--- src/rtl/evtc_pkg.sv ---
// Package: shared types and constants for the event counter.
// Assumes: the status byte is always 8 bits wide.
package evtc_pkg;

    localparam int CFG_W  = 4;
    localparam int STAT_W = 8;
    localparam int IRQ_N  = 3;

    // Status byte bit positions (read by software, so fixed)
    localparam int ST_DIR = 5;
    localparam int ST_EQ  = 6;
    localparam int ST_GT  = 7;

    // Interrupt source index
    localparam int IRQ_MATCH = 0;
    localparam int IRQ_CLR   = 1;
    localparam int IRQ_DIR   = 2;

    // Write selector encoding
    typedef enum logic [1:0] {
        SEL_DEFINE = 2'd0,
        SEL_PRESET = 2'd1,
        SEL_LOAD   = 2'd2,
        SEL_NONE   = 2'd3
    } wr_sel_e;

    // Setup word; eq_ie lands on bit 0
    typedef struct packed {
        logic cnt_en;
        logic dir_ie;
        logic clr_ie;
        logic eq_ie;
    } cfg_t;

endpackage

--- src/rtl/evtc_setup_lock.sv ---
// Module: evtc_setup_lock
// Holds the setup word, which is taken once per run session, and reports
// repeated define attempts.
// Assumes: def_we is a one-cycle strobe synchronous to clk.
module evtc_setup_lock
    import evtc_pkg::*;
(
    input  logic             clk,
    input  logic             rst_n,
    input  logic             run_mode,
    input  logic             def_we,
    input  logic [CFG_W-1:0] def_data,
    output cfg_t             cfg,
    output logic             def_err
);

    logic run_q;
    logic run_rise;
    logic locked;

    // Purpose: remember run_mode to find the start of a session
    always_ff @(posedge clk) begin
        if (!rst_n) run_q <= 1'b0;
        else        run_q <= run_mode;
    end

    assign run_rise = run_mode & ~run_q;

    // Purpose: accept the first define of a session, flag any repeat
    always_ff @(posedge clk) begin
        if (!rst_n) begin
            cfg     <= '0;
            locked  <= 1'b0;
            def_err <= 1'b0;
        end else if (run_rise) begin
            locked  <= 1'b0;
            def_err <= 1'b0;
        end else if (def_we && run_mode) begin
            if (!locked) begin
                cfg    <= cfg_t'(def_data);
                locked <= 1'b1;
            end else begin
                def_err <= 1'b1;
            end
        end
    end

    AST_REPEAT_KEEPS_SETUP: assert property (@(posedge clk) disable iff (!rst_n)
        (locked && def_we && run_mode && !run_rise) |=> (cfg == $past(cfg)) && def_err);

    AST_FIRST_DEFINE_LOCKS: assert property (@(posedge clk) disable iff (!rst_n)
        (!locked && def_we && run_mode && !run_rise) |=> locked && (cfg == $past(def_data)));

    AST_SESSION_CLEARS: assert property (@(posedge clk) disable iff (!rst_n)
        run_rise |=> !def_err && !locked);

endmodule

--- src/rtl/evtc_count_core.sv ---
// Module: evtc_count_core
// Holds the up/down count, the preset register and the registered direction.
// Assumes: at most one count event per clock; ext_clr is synchronous.
module evtc_count_core #(
    parameter int CNT_W = 32
) (
    input  logic             clk,
    input  logic             rst_n,
    input  logic             cnt_en,
    input  logic             cnt_pulse,
    input  logic             dir_in,
    input  logic             ext_clr,
    input  logic             load_we,
    input  logic             preset_we,
    input  logic [CNT_W-1:0] wr_data,
    output logic [CNT_W-1:0] count,
    output logic [CNT_W-1:0] preset,
    output logic             dir_q
);

    localparam logic [CNT_W-1:0] ONE = CNT_W'(1);

    logic step;
    assign step = cnt_en & cnt_pulse;

    // Purpose: update the count; clear wins over load, load wins over a step
    always_ff @(posedge clk) begin
        if (!rst_n)       count <= '0;
        else if (ext_clr) count <= '0;
        else if (load_we) count <= wr_data;
        else if (step)    count <= dir_in ? count + ONE : count - ONE;
    end

    // Purpose: hold the compare value
    always_ff @(posedge clk) begin
        if (!rst_n)         preset <= '0;
        else if (preset_we) preset <= wr_data;
    end

    // Purpose: register the direction for the status byte
    always_ff @(posedge clk) begin
        if (!rst_n) dir_q <= 1'b1;
        else        dir_q <= dir_in;
    end

    AST_CLEAR_ZEROES: assert property (@(posedge clk) disable iff (!rst_n)
        ext_clr |=> (count == '0));

    AST_STEP_UP: assert property (@(posedge clk) disable iff (!rst_n)
        (step && dir_in && !ext_clr && !load_we) |=> (count == $past(count) + ONE));

    AST_STEP_DOWN: assert property (@(posedge clk) disable iff (!rst_n)
        (step && !dir_in && !ext_clr && !load_we) |=> (count == $past(count) - ONE));

    AST_IDLE_HOLDS: assert property (@(posedge clk) disable iff (!rst_n)
        (!cnt_en && !ext_clr && !load_we) |=> $stable(count));

endmodule

--- src/rtl/evtc_status_irq.sv ---
// Module: evtc_status_irq
// Builds the status byte from the signed compare and raises one-cycle
// interrupt pulses on preset match, external clear edge and direction change.
// Assumes: count, preset and dir_q come straight from registers.
module evtc_status_irq
    import evtc_pkg::*;
#(
    parameter int CNT_W = 32
) (
    input  logic              clk,
    input  logic              rst_n,
    input  logic [CNT_W-1:0]  count,
    input  logic [CNT_W-1:0]  preset,
    input  logic              dir_q,
    input  logic              ext_clr,
    input  cfg_t              cfg,
    output logic [STAT_W-1:0] status,
    output logic [IRQ_N-1:0]  irq
);

    // 1 = pulse on any change, 0 = pulse on a rising level
    localparam logic [IRQ_N-1:0] ANY_EDGE = 3'b100;
    // Level values at reset: equal, clear low, direction up
    localparam logic [IRQ_N-1:0] PREV_RST = 3'b101;

    logic             eq;
    logic             gt;
    logic             clr_q;
    logic [IRQ_N-1:0] lvl;
    logic [IRQ_N-1:0] prev;
    logic [IRQ_N-1:0] ie;

    assign eq = (count == preset);
    assign gt = $signed(count) > $signed(preset);

    // Purpose: pack the status byte; the low bits are unused
    always_comb begin
        status         = '0;
        status[ST_DIR] = dir_q;
        status[ST_EQ]  = eq;
        status[ST_GT]  = gt;
    end

    // Purpose: register the external clear for edge detection
    always_ff @(posedge clk) begin
        if (!rst_n) clr_q <= 1'b0;
        else        clr_q <= ext_clr;
    end

    assign lvl = {dir_q, clr_q, eq};
    assign ie  = {cfg.dir_ie, cfg.clr_ie, cfg.eq_ie};

    // Purpose: keep each source level one cycle back
    always_ff @(posedge clk) begin
        if (!rst_n) prev <= PREV_RST;
        else        prev <= lvl;
    end

    for (genvar i = 0; i < IRQ_N; i++) begin : g_irq
        if (ANY_EDGE[i]) begin : g_any
            assign irq[i] = ie[i] & (lvl[i] ^ prev[i]);
        end else begin : g_rise
            assign irq[i] = ie[i] & lvl[i] & ~prev[i];
        end
    end

    AST_MATCH_ONE_CYCLE: assert property (@(posedge clk) disable iff (!rst_n)
        irq[IRQ_MATCH] |=> !irq[IRQ_MATCH]);

    AST_MATCH_NEEDS_EQUAL: assert property (@(posedge clk) disable iff (!rst_n)
        irq[IRQ_MATCH] |-> (count == preset));

    AST_CLR_ONE_CYCLE: assert property (@(posedge clk) disable iff (!rst_n)
        irq[IRQ_CLR] |=> !irq[IRQ_CLR]);

    AST_CLR_SEES_EDGE: assert property (@(posedge clk) disable iff (!rst_n)
        irq[IRQ_CLR] |-> (count == '0));

    AST_GT_EQ_EXCLUSIVE: assert property (@(posedge clk) disable iff (!rst_n)
        !(status[ST_GT] && status[ST_EQ]));

endmodule

--- src/rtl/evt_counter.sv ---
// Module: evt_counter (top)
// Up/down event counter with a signed preset compare, status byte,
// three gated interrupt pulses and a once-per-session setup lock.
// Assumes: all inputs are synchronous to clk.
module evt_counter
    import evtc_pkg::*;
#(
    parameter int CNT_W = 32
) (
    input  logic              clk,
    input  logic              rst_n,
    input  logic              run_mode,
    input  logic              cnt_pulse,
    input  logic              dir_in,
    input  logic              ext_clr,
    input  logic              wr_en,
    input  logic [1:0]        wr_sel,
    input  logic [CNT_W-1:0]  wr_data,
    output logic [CNT_W-1:0]  count,
    output logic [STAT_W-1:0] status,
    output logic              irq_match,
    output logic              irq_clr,
    output logic              irq_dir,
    output logic              def_err
);

    cfg_t             cfg;
    logic [CNT_W-1:0] preset;
    logic             dir_q;
    logic [IRQ_N-1:0] irq;
    logic             def_we;
    logic             preset_we;
    logic             load_we;

    assign def_we    = wr_en && (wr_sel == SEL_DEFINE);
    assign preset_we = wr_en && (wr_sel == SEL_PRESET);
    assign load_we   = wr_en && (wr_sel == SEL_LOAD);

    evtc_setup_lock u_lock (
        .clk      (clk),
        .rst_n    (rst_n),
        .run_mode (run_mode),
        .def_we   (def_we),
        .def_data (wr_data[CFG_W-1:0]),
        .cfg      (cfg),
        .def_err  (def_err)
    );

    evtc_count_core #(.CNT_W(CNT_W)) u_core (
        .clk       (clk),
        .rst_n     (rst_n),
        .cnt_en    (cfg.cnt_en),
        .cnt_pulse (cnt_pulse),
        .dir_in    (dir_in),
        .ext_clr   (ext_clr),
        .load_we   (load_we),
        .preset_we (preset_we),
        .wr_data   (wr_data),
        .count     (count),
        .preset    (preset),
        .dir_q     (dir_q)
    );

    evtc_status_irq #(.CNT_W(CNT_W)) u_stat (
        .clk     (clk),
        .rst_n   (rst_n),
        .count   (count),
        .preset  (preset),
        .dir_q   (dir_q),
        .ext_clr (ext_clr),
        .cfg     (cfg),
        .status  (status),
        .irq     (irq)
    );

    assign irq_match = irq[IRQ_MATCH];
    assign irq_clr   = irq[IRQ_CLR];
    assign irq_dir   = irq[IRQ_DIR];

    AST_IGNORED_SELECT: assert property (@(posedge clk) disable iff (!rst_n)
        (wr_en && wr_sel == SEL_NONE && !ext_clr && !cnt_pulse) |=> $stable(count));

endmodule

--- config.mk ---
export PLATFORM = sky130hd
export DESIGN_NAME = evt_counter
export DESIGN_NICKNAME = d
export VERILOG_FILES = /design/src/rtl/evtc_pkg.sv /design/src/rtl/evtc_setup_lock.sv /design/src/rtl/evtc_count_core.sv /design/src/rtl/evtc_status_irq.sv /design/src/rtl/evt_counter.sv
export SDC_FILE = /design/constraint.sdc
export NUM_CORES = 1
export LEC_CHECK = 0
export BUFFER_PORTS_ARGS = -buffer_cell sky130_fd_sc_hd__buf_2
export CAP_MARGIN = 20
export CORE_AREA = 3 3 104 106
export DETAILED_ROUTE_END_ITERATION = 10
export DIE_AREA = 0 0 107 109
export PLACE_DENSITY = 0.81
export SETUP_SLACK_MARGIN = 0.2
export SLEW_MARGIN = 20
export SYNTH_ARGS = -nofsm -noshare
export SYNTH_HDL_FRONTEND = slang
export SYNTH_SLANG_ARGS = --single-unit
--- constraint.sdc ---
create_clock -name clk -period 3.2 [get_ports clk]
set_input_delay 0.16 -clock clk [delete_from_list [all_inputs] [get_ports clk]]
set_output_delay 0.16 -clock clk [all_outputs]
set_load 0.02 [all_outputs]
== After elaboration in Yosys (flattened, before gate mapping) ==
Index checks and enable logic that the tools add are counted.

* Output and inout port bits: 44
* Register bits after elaboration: 76
* Input bits: 41
* Word-level logic and storage cells: 45

* Bitwise logic cells: 14
* Reductions and logical operators: 10
* $lt $le $gt $ge: 1
* Mux-type cells: 3
* Equal/unequal tests: 3
* Add/sub/neg operators: 2

{| class="wikitable"
|+ Operator list
! cell !! number
|-
| 32-bit 2-to-1 mux || 3
|-
| 32-bit by 1-bit adder with 32-bit output (second input constant) || 1
|-
| 32-bit == test || 1
|-
| 32-bit greater-than comparator || 1
|-
| 32-bit by 1-bit subtractor with 32-bit output (second input constant) || 1
|-
| 1-bit AND || 7
|-
| 1-bit NOT || 6
|-
| 1-bit logical AND || 4
|-
| 2-bit OR reduction || 2
|-
| 3-bit AND reduction || 1
|-
| 2-bit by 1-bit == test with 1-bit output (second input constant) || 1
|-
| 2-bit == test (second input constant) || 1
|-
| 2-bit logical NOT || 1
|-
| 2-bit AND reduction || 1
|-
| 2-bit nonzero test || 1
|-
| 1-bit XOR || 1
|}

== Depth between registers and ports, before layout ==
Gate-level depths: netlist of run 1.

* Depth in word-level cells: 4
* Depth in mapped cells: 11
* Depth with buffers taken out: 10

== Hierarchy ==
Synthesis of run 1 repeated with hierarchy kept, for this count alone.

* Cells, all modules: 709
* Area, all modules: 5839.4 µm²

{| class="wikitable"
|+ Modules (own cells, without submodules)
! module !! area an instance (µm²) !! cells each !! sequential area each (µm²) !! times used
|-
| evtc_count_core || 4501.8 || 541 || 1301.2 || 1
|-
| evtc_status_irq || 1029.7 || 137 || 80.1 || 1
|-
| evtc_setup_lock || 277.8 || 28 || 140.1 || 1
|-
| evt_counter || 30.0 || 3 || 0.0 || 1
|}

== Least setup slack after synthesis of run 1 ==
OpenSTA, ideal clock, no wires.

* Path type: input to register
* From: input dir_in
* To: register u_core.count[29]
* Required time: 3.097 ns
* Library setup time: 0.103 ns
* Arrival: 2.765 ns
* Slack: 0.331 ns
* Buffers on the path: 1
* Cell stages on the path: 11
* Cell sequence: inv_1 ha_1 buf_6 a21o_1 a21o_1 a211oi_2 a221oi_2 o41ai_2 o21ai_2 xnor2_1 a2111oi_2

* Longest elaborated chain between the ends: 3

{| class="wikitable"
|+ RTL lines
! element !! line !! source
|-
| from (decl) || evt_counter.sv:14 || <nowiki>input logic dir_in,</nowiki>
|-
| 32-bit 2-to-1 mux (2 in series) || evtc_count_core.sv:31 || <nowiki>else if (step) count <= dir_in ? count + ONE : count - ONE;</nowiki>
|-
| 32-bit 2-to-1 mux || evtc_count_core.sv:30 || <nowiki>else if (load_we) count <= wr_data;</nowiki>
|-
| to (signal assigned) || evtc_count_core.sv:30 ||
|-
| to (signal assigned) || evtc_count_core.sv:31 ||
|-
| to (decl) || evtc_count_core.sv:16 || <nowiki>output logic [CNT_W-1:0] count,</nowiki>
|}

No other way between the ends. The select of a mux whose other input is x is not followed.
A chain may end at the register's enable or synchronous reset.

== Worst setup path in the final report of run 1 ==
* From: register u_core.count[14]
* To: output status[7]

* Longest elaborated chain between the ends: 1

{| class="wikitable"
|+ RTL lines
! element !! line !! source
|-
| 32-bit greater-than comparator || evtc_status_irq.sv:34 || <nowiki>assign gt = $signed(count) > $signed(preset);</nowiki>
|-
| to (decl) || evt_counter.sv:20 || <nowiki>output logic [STAT_W-1:0] status,</nowiki>
|}

No other way between the ends.

==> reports/results.txt, run 1 <==
result of the run: finished clean
Pwr per Cell Area: 368.3 nW/um^2
LEAKAGE: 2.874 nW
top_reg_cell synth: dfxtp_1
max-slew violations: 0
CP Cell Sequence: ha_1, and4_1, o21ai_1, nand3b_1, a21oi_1, o211ai_1, a21o_1, a211oi_2, buf_2
Synth top cells by count: 123 x nand2_1, 76 x dfxtp_1, 62 x ha_1
Worst Setup End Kind: output pin
area grow syn2layout: 11.59%
worst setup margin: 0.3016 ns
Root Buffer Master: clkbuf_8
# diodes: 0
slowest cell delay on critical path: 0.41 ns
Synth Cell Area: 5893 um^2
Rows: 36
Finished Layout Cells: 956
cts hold-fix bufs: 0
gpl congestion: 0.9251
Inserted Clock Buffers: 9
Area contributors post-synth: dfxtp_1 26%, ha_1 13%, nand2_1 7.8%, a21oi_1 4.8%, a21boi_0 4.1%
Hold Crit Class: in -> reg
WP data required: 3.04 ns
relative slew slack: 35.60%
number of synthesized register bits: 76
clock period minus final worst setup slack: 2.898 ns
design area: 6576 um^2
sink of the worst hold path: u_lock.run_q
Final HPWL DP: 12.97 mm
placed cell count: 940
Unique masters post-synth: 78
Arr. time, crit path: 2.74 ns
die area: 11660 um^2
final period utilization: 90.57%
placed inst area: 6317 um^2
die height: 109 um
initial drt markers: 368
CP Buf/Inv Count: 1
Clock Latency Late Sink: 0.37 ns
Max Clk Rate: 345.0 MHz
post-route setup TNS: 0 ns
FF+latch area: 1521 um^2
largest net degree at the start of global routing: 51
Routed Antenna Nets: 0
most instantiated library cell after synthesis: nand2_1
Max VDD drop: 0.2361 mV
io pins: 85
clock tree sinks: 76
Starting Density: 59.74%
worst r2r path cells: 10
Gate Count Post-Synth: 758
Worst-Margin Slew: 0.9661 ns
Routed WL per cell: 18.29 um
core area: 9864 um^2
area leader, netlist: dfxtp_1
multi-input logic area: 3981 um^2
CP top delay family: compound AO/OA/AOI/OAI gates
vias in the first global route: 5514
RSZ-0062 raised after global routing: no
via count: 5801
crit path kind: reg -> out
Worst R2R Start: u_core.count[0]
number of port buffers: 79
Worst path slowest cell: dfxtp_1
first-pass GRT wire length: 27.77 mm
# nets final: 922
CTS Buffer Depth: 2
worst hold margin: 0.01122 ns
initial antenna violation count: 0
cell count of the worst hold path: 2
critical path peak fanout: 4
post-synthesis sequential area ratio: 25.82%
Worst-path clk slew: 0.09 ns
Place WS: 0.4119 ns
worst reg-to-reg setup slack: 0.56 ns
DIE WIDTH: 107 um
GRT overflow: 0
H-tree depth: 3
WL final: 17.48 mm
syn avg cell area: 7.775 um^2
CP startpoint kind: flop
area share of the largest cell type after synthesis: 25.82%
maxcap violations: 0
final-layout fill cell count: 848
DRC viols: 0
async set-reset flop share out of synthesis: 0%
Initial DRT Pass Iterations: 5
CTS tree: done
Final Hold Viols: 0
Hold Startpoint: run_mode
via/cell ratio: 6.068
R2R Path End: u_core.count[30]
Clock Skew: 0.007521 ns
fraction of layout cells with a size suffix above 1: 16.65%
synth warn: 0
GRT Util Overall: 30.12%
Post-synth EDFFs: 0
Setup-failing EPs final: 0
worst max path at each step:
stage	end	depth (start not counted)	slack, ns	from
floorplan	u_core.count[29]	11	0.33	dir_in
global placement	u_core.count[29]	12	0.48	dir_in
detailed placement	u_core.count[29]	12	0.41	dir_in
CTS	status[7]	8	0.23	u_core.count[31]
global route	status[7]	8	0.22	u_core.count[31]
finish	status[7]	9	0.30	u_core.count[14]
kinds of logic after synthesis:
logic type	share of synthesized area (%)
compound gates	30.04
simple gates	19.68
buf+inv	7.070
flops	25.82
fa+ha+maj	13.50
xor+xnor	2.526
mux	1.295
other cells	0.06363
layout make-up:
type | count | share of cell area [%]
timing repair buffer | 87 | 7.116
tap | 133 | 2.530
inverter | 51 | 2.911
sequential | 76 | 23.14
multi-input combinational | 593 | 60.54
clock buffer | 11 | 2.150
clock inverter | 5 | 1.617
metal layers:
layer	vias up	GRT usage (%)	routed length, um
li1	2815	-	-
met3	29	3.079	982
met4	0	10.50	365
met5	-	0	0
met1	2751	38.87	7567
met2	206	52.56	8567
per-stage QoR:
| stage | utilization, % | total power, W |
|---|---|---|
| global placement | 64.04 | 0.001464 |
| finish | 66.67 | 0.002422 |
| CTS | 66.55 | 0.002410 |
| floorplan | - | 0.001350 |
| detailed placement | 64.04 | 0.001482 |
| global route | 66.67 | 0.002509 |
flip-flops by register name (all words and copies together) (netlist names):
name,flops
u_core.preset,32
u_lock.def_err,1
u_lock.cfg,4
u_core.count,32
u_stat.prev,3
u_lock.locked,1
u_core.dir_q,1
u_lock.run_q,1
u_stat.clr_q,1
layout by cell type (no fill, tap or decap), types with 6 or more instances in the layout:
cell type and count:
nand4_1 8, a21boi_0 32, nand2_1 123, a21oi_1 56, a311oi_1 6, inv_1 51, a21o_1 24, buf_2 79
o21ai_0 45, dfxtp_1 76, a211oi_1 10, nor2b_1 9, o211ai_1 7, buf_4 7, xnor2_1 12, nor3_1 13
and3_1 13, nor2_1 38, clkbuf_8 10, and2_1 6, ha_1 62, a31oi_1 7, nand3_1 13
what timing repair did:
item,CTS,global route
setup buffers,0,0
gates resized for setup,0,3
endpoints found under the setup margin,0,2
endpoints found under the hold margin,0,0
report_power, final:
part,switching [W],total (W),internal (W)
registers,0.0000222,0.000995,0.000973
clock network,0.000401,0.000944,0.000543
logic,0.000302,0.000483,0.000180
total,0.000726,0.00242,0.00170
(Power assumes the default switching activity.)
==> run 2: changes to the inputs <==
--- a/config.mk
+++ b/config.mk
@@ -6,11 +6,11 @@
 export NUM_CORES = 1
 export LEC_CHECK = 0
 export BUFFER_PORTS_ARGS = -buffer_cell sky130_fd_sc_hd__buf_2
-export CAP_MARGIN = 20
 export CORE_AREA = 3 3 104 106
 export DETAILED_ROUTE_END_ITERATION = 10
 export DIE_AREA = 0 0 107 109
 export PLACE_DENSITY = 0.81
+export RECOVER_POWER = 50
 export SETUP_SLACK_MARGIN = 0.2
 export SLEW_MARGIN = 20
 export SYNTH_ARGS = -nofsm -noshare
==> reports/results.txt, run 2 (synthesized netlist as in run 1, its figures left out) <==
result of the run: finished, violations left
failing checks: capacitance limit, slew limit
CP Cell Sequence: ha_1, and4_1, o21ai_1, nand3b_1, a21oi_1, o211ai_1, a21o_1, a211oi_2, buf_2
Clock Skew: 0.008703 ns
WL final: 17.51 mm
GRT busiest layer: met2
final-layout fill cell count: 858
slowest cell delay on critical path: 0.41 ns
Worst Setup End Kind: output pin
final design utilization: 66.39%
die area: 11660 um^2
crit path kind: reg -> out
LEAKAGE: 2.792 nW
first-pass GRT wire length: 27.77 mm
final period utilization: 90.24%
# diodes: 0
initial drt markers: 390
area grow syn2layout: 11.13%
CP startpoint kind: flop
M1 GR Usage: 38.87%
core area: 9864 um^2
met3 GRT Util: 3.079%
# nets final: 922
GRT Util Overall: 30.12%
grt met2 use: 52.56%
cts hold-fix bufs: 0
CTS tree: done
fraction of layout cells with a size suffix above 1: 14.22%
Initial DRT Pass Iterations: 8
WP data required: 3.04 ns
Root Buffer Master: clkbuf_8
RSZ-0062 raised after global routing: no
number of port buffers: 79
Routed WL per cell: 18.32 um
Clock Latency Late Sink: 0.37 ns
Final Hold Viols: 0
Rows: 36
max-slew violations: 44
DRC viols: 0
Arr. time, crit path: 2.73 ns
Max VDD drop: 0.2361 mV
maxcap violations: 1
most frequent cells in the layout: 123 x nand2_1, 76 x dfxtp_1, 62 x ha_1
relative slew slack: -14.04%
via count: 5824
Hold Crit Class: in -> reg
Pwr per Cell Area: 370.0 nW/um^2
Starting Density: 59.74%
Max Clk Rate: 346.3 MHz
CTS Buffer Depth: 2
io pins: 85
Routed Antenna Nets: 0
critical path peak fanout: 4
Worst-path clk slew: 0.09 ns
vias in the first global route: 5514
Inserted Clock Buffers: 9
largest net degree at the start of global routing: 51
clock period minus final worst setup slack: 2.888 ns
gpl congestion: 0.9251
Final HPWL DP: 12.97 mm
Worst path slowest cell: dfxtp_1
Setup-failing EPs final: 0
commonest non-fill, non-tap cell in the layout: nand2_1
biggest regs: u_core.count: 32 flops, u_core.preset: 32 flops, u_lock.cfg: 4 flops
Worst-Margin Slew: 1.711 ns
clock tree sinks: 76
via/cell ratio: 6.092
H-tree depth: 3
die height: 109 um
initial antenna violation count: 0
GRT overflow: 0
total power draw: 0.002423 W
post-route setup TNS: 0 ns
DIE WIDTH: 107 um
run 2: what timing repair did:
action | in CTS | in global routing
buffers inserted | 0 | 0
setup endpoints to repair | 0 | 2
gates resized for setup | 0 | 3
run 2: final cells by class:
type	count	area (um^2)	share of cell area [%]
Tap cell	133	166.4	2.541
Clock inverter	5	106.4	1.624
Timing Repair Buffer	87	440.4	6.725
Multi-Input combinational cell	593	3981	60.79
Clock buffer	11	141.4	2.159
Sequential cell	76	1521	23.23
Inverter	51	191.4	2.923
run 2: per-layer routing:
metal,wire length [um],part of all wire [%],up-vias
met3,1090,6.2,29
li1,-,-,2813
met2,8588,49,229
met5,0,0,-
met4,398,2.3,0
met1,7436,42,2753
run 2: worst paths after layout:
path,startpoint,endpoint,slack (ns),depth (start not counted)
worst min register to register,u_stat.clr_q,u_stat.prev[1],0.47,1
worst max register to register,u_core.count[0],u_core.count[30],0.52,10
worst min-delay path,run_mode,u_lock.run_q,0.01,2
worst max-delay path,u_core.count[13],status[7],0.31,9
run 2: critical path, delay by kind of cell (launching register included):
kind	cells	cell delay, ns
compound gates	5	1.04
simple gates	2	0.43
buf+inv	1	0.21
fa+ha+maj	1	0.27
flops	1	0.41
run 2: report_power, final:
part	internal, W	leakage, nW	total [W]	switching [W]
logic	0.000179	2.05	0.000481	0.000301
registers	0.000973	0.618	0.000995	0.0000225
clock network	0.000543	0.120	0.000947	0.000404
run 2: metrics by stage:
stage / area [um^2] / setup slack (ns) / hold WS, ns / cells
after detailed placement: 6317 / 0.4119 / 0.3879 / 940
after floorplan: 5908 / 0.3314 / 0.2332 / 762
final: 6549 / 0.3122 / 0.01381 / 956
after CTS: 6565 / 0.2288 / 0.007565 / 956
after global placement: 6317 / 0.4833 / 0.3786 / 940
after global routing: 6549 / 0.2229 / 0.02102 / 956
==> run 3: changes to the inputs <==
--- a/config.mk
+++ b/config.mk
@@ -6,11 +6,13 @@
 export NUM_CORES = 1
 export LEC_CHECK = 0
 export BUFFER_PORTS_ARGS = -buffer_cell sky130_fd_sc_hd__buf_2
+export CAP_MARGIN = 20
 export CORE_AREA = 3 3 104 106
 export DETAILED_ROUTE_END_ITERATION = 10
 export DIE_AREA = 0 0 107 109
 export PLACE_DENSITY = 0.81
 export RECOVER_POWER = 50
+export REMOVE_ABC_BUFFERS = 1
 export SETUP_SLACK_MARGIN = 0.2
 export SLEW_MARGIN = 20
 export SYNTH_ARGS = -nofsm -noshare
==> reports/results.txt, run 3 (synthesized netlist as in run 1, its figures left out) <==
die area: 11660 um^2
Inserted Clock Buffers: 9
clock tree sinks: 76
via count: 5714
initial antenna violation count: 0
area grow syn2layout: 10.81%
Hold Startpoint: wr_data[25]
Worst R2R Start: u_core.count[0]
biggest regs: u_core.count: 32 flops, u_core.preset: 32 flops, u_lock.cfg: 4 flops
Finished Layout Cells: 961
crit path kind: reg -> out
CTS tree: done
Setup-failing EPs final: 0
Comb power frac: 21.1%
# diodes: 0
Clock Latency Late Sink: 0.39 ns
Pwr per Cell Area: 348.5 nW/um^2
final period utilization: 87.49%
CP Cell Sequence: inv_1, ha_1, a21oi_2, nor2b_1, o21ai_0, nand3b_1, a21oi_1, o211ai_1, a21o_1, a211oi_2, buf_2
die height: 109 um
RSZ-0062 raised after global routing: no
worst reg-to-reg setup slack: 0.60 ns
Worst-path clk slew: 0.10 ns
Final HPWL DP: 12.60 mm
Worst-Margin Slew: 1.730 ns
max-slew violations: 75
sink of the worst hold path: u_core.preset[25]
net switching fraction of the power: 32.82%
failing checks: capacitance limit, slew limit
# nets final: 927
worst hold margin: 0.01854 ns
relative slew slack: -15.33%
total power draw: 0.002276 W
Max VDD drop: 0.4191 mV
vias in the first global route: 5567
Rows: 36
most frequent cells in the layout: 123 x nand2_1, 75 x dfxtp_1, 62 x ha_1
slowest cell delay on critical path: 0.35 ns
clock share of power: 35.1%
core area: 9864 um^2
placed cell count: 943
CP top delay family: compound AO/OA/AOI/OAI gates
Worst path slowest cell: dfxtp_1
DIE WIDTH: 107 um
Routed WL per cell: 17.88 um
sequential share of power: 43.7%
CTS Buffer Depth: 2
Worst Setup End Kind: output pin
initial drt markers: 319
largest net degree at the start of global routing: 51
LEAKAGE: 2.776 nW
maxcap violations: 2
io pins: 85
gpl congestion: 0.8951
clock period minus final worst setup slack: 2.800 ns
first-pass GRT wire length: 27.60 mm
worst r2r path cells: 10
commonest non-fill, non-tap cell in the layout: nand2_1
DRC viols: 0
result of the run: finished, violations left
Initial DRT Pass Iterations: 5
via/cell ratio: 5.946
Starting Density: 59.74%
GRT Util Overall: 30.04%
GRT overflow: 0
Routed Antenna Nets: 0
Clock Skew: 0.01594 ns
number of port buffers: 79
placed inst area: 6327 um^2
Arr. time, crit path: 2.64 ns
fraction of layout cells with a size suffix above 1: 14.37%
Hold Crit Class: in -> reg
cell count of the worst hold path: 3
critical path peak fanout: 2
Max Clk Rate: 357.2 MHz
CP startpoint kind: flop
WP data required: 3.04 ns
CP Buf/Inv Count: 2
R2R Path End: u_core.count[30]
H-tree depth: 3
post-route setup TNS: 0 ns
Root Buffer Master: clkbuf_8
Sw Pwr: 0.0007468 W
WL final: 17.18 mm
Final Hold Viols: 0
final-layout fill cell count: 851
Internal: 0.001529 W
design area: 6530 um^2
==> run 3: cell types whose count changed in the layout (fill, tap and decap cells not counted), sizes merged <==
cell and delta:
clkbuf +2, clkinv +1, bufinv -2, buf -1, dlygate4sd3 +2, inv +3
==> run 3: how the worst max path moves through the flow <==
stage                                  from          endpoint  slack [ns]  cells after the start
final                     u_core.preset[10]         status[7]        0.40                     11
after floorplan                      dir_in  u_core.count[29]        0.36                     10
after global routing      u_core.preset[31]         irq_match        0.23                      9
after detailed placement             dir_in  u_core.count[29]        0.41                     12
after CTS                 u_core.preset[17]         status[7]        0.29                     11
after global placement               dir_in  u_core.count[27]        0.43                     12
==> run 3: cell type report <==
| class | count | area [um^2] | area share [%] |
|---|---|---|---|
| Clock buffer | 9 | 123.9 | 1.897 |
| Clock inverter | 7 | 80.08 | 1.226 |
| Inverter | 51 | 191.4 | 2.932 |
| Multi-Input combinational cell | 593 | 3983 | 60.99 |
| Sequential cell | 76 | 1523 | 23.32 |
| Tap cell | 133 | 166.4 | 2.548 |
| Timing Repair Buffer | 92 | 462.9 | 7.089 |
==> run 3: layer usage <==
layer | wire (um) | track usage (%)
met5 | 0 | 0
met1 | 7692 | 37.69
met2 | 8113 | 52.43
met4 | 360 | 9.954
met3 | 1017 | 5.151
==> run 3: power by group through the flow <==
stage          clock (W)  sequential [W]  combinational (W)
2_1_floorplan          0         0.00102           0.000297
3_3_place_gp           0         0.00101           0.000457
3_5_place_dp           0         0.00102           0.000467
4_1_cts         0.000811        0.000994           0.000473
5_1_grt         0.000861        0.000999           0.000531
6_report        0.000800        0.000995           0.000481
==> run 3: per-stage QoR <==
| stage | setup WS, ns | util, % |
|---|---|---|
| after floorplan | 0.3640 | - |
| final | 0.4003 | 66.20 |
| after CTS | 0.2861 | 66.41 |
| after detailed placement | 0.4114 | 64.14 |
| after global routing | 0.2282 | 66.20 |
| after global placement | 0.4273 | 64.14 |
==> run 3: worst min-delay path: cells and delay by family <==
kind,cells,cell delay [ns]
compound gates,1,0.06
buf+inv,1,0.10
simple gates,1,0.04
==> run 3: timing repair <==
action | 4_1_cts | 5_1_grt
endpoints found under the setup margin | 0 | 1
gates resized for setup | 0 | 4
buffers inserted | 0 | 0
hold buffers | 2 | 0
endpoints found under the hold margin | 2 | 0
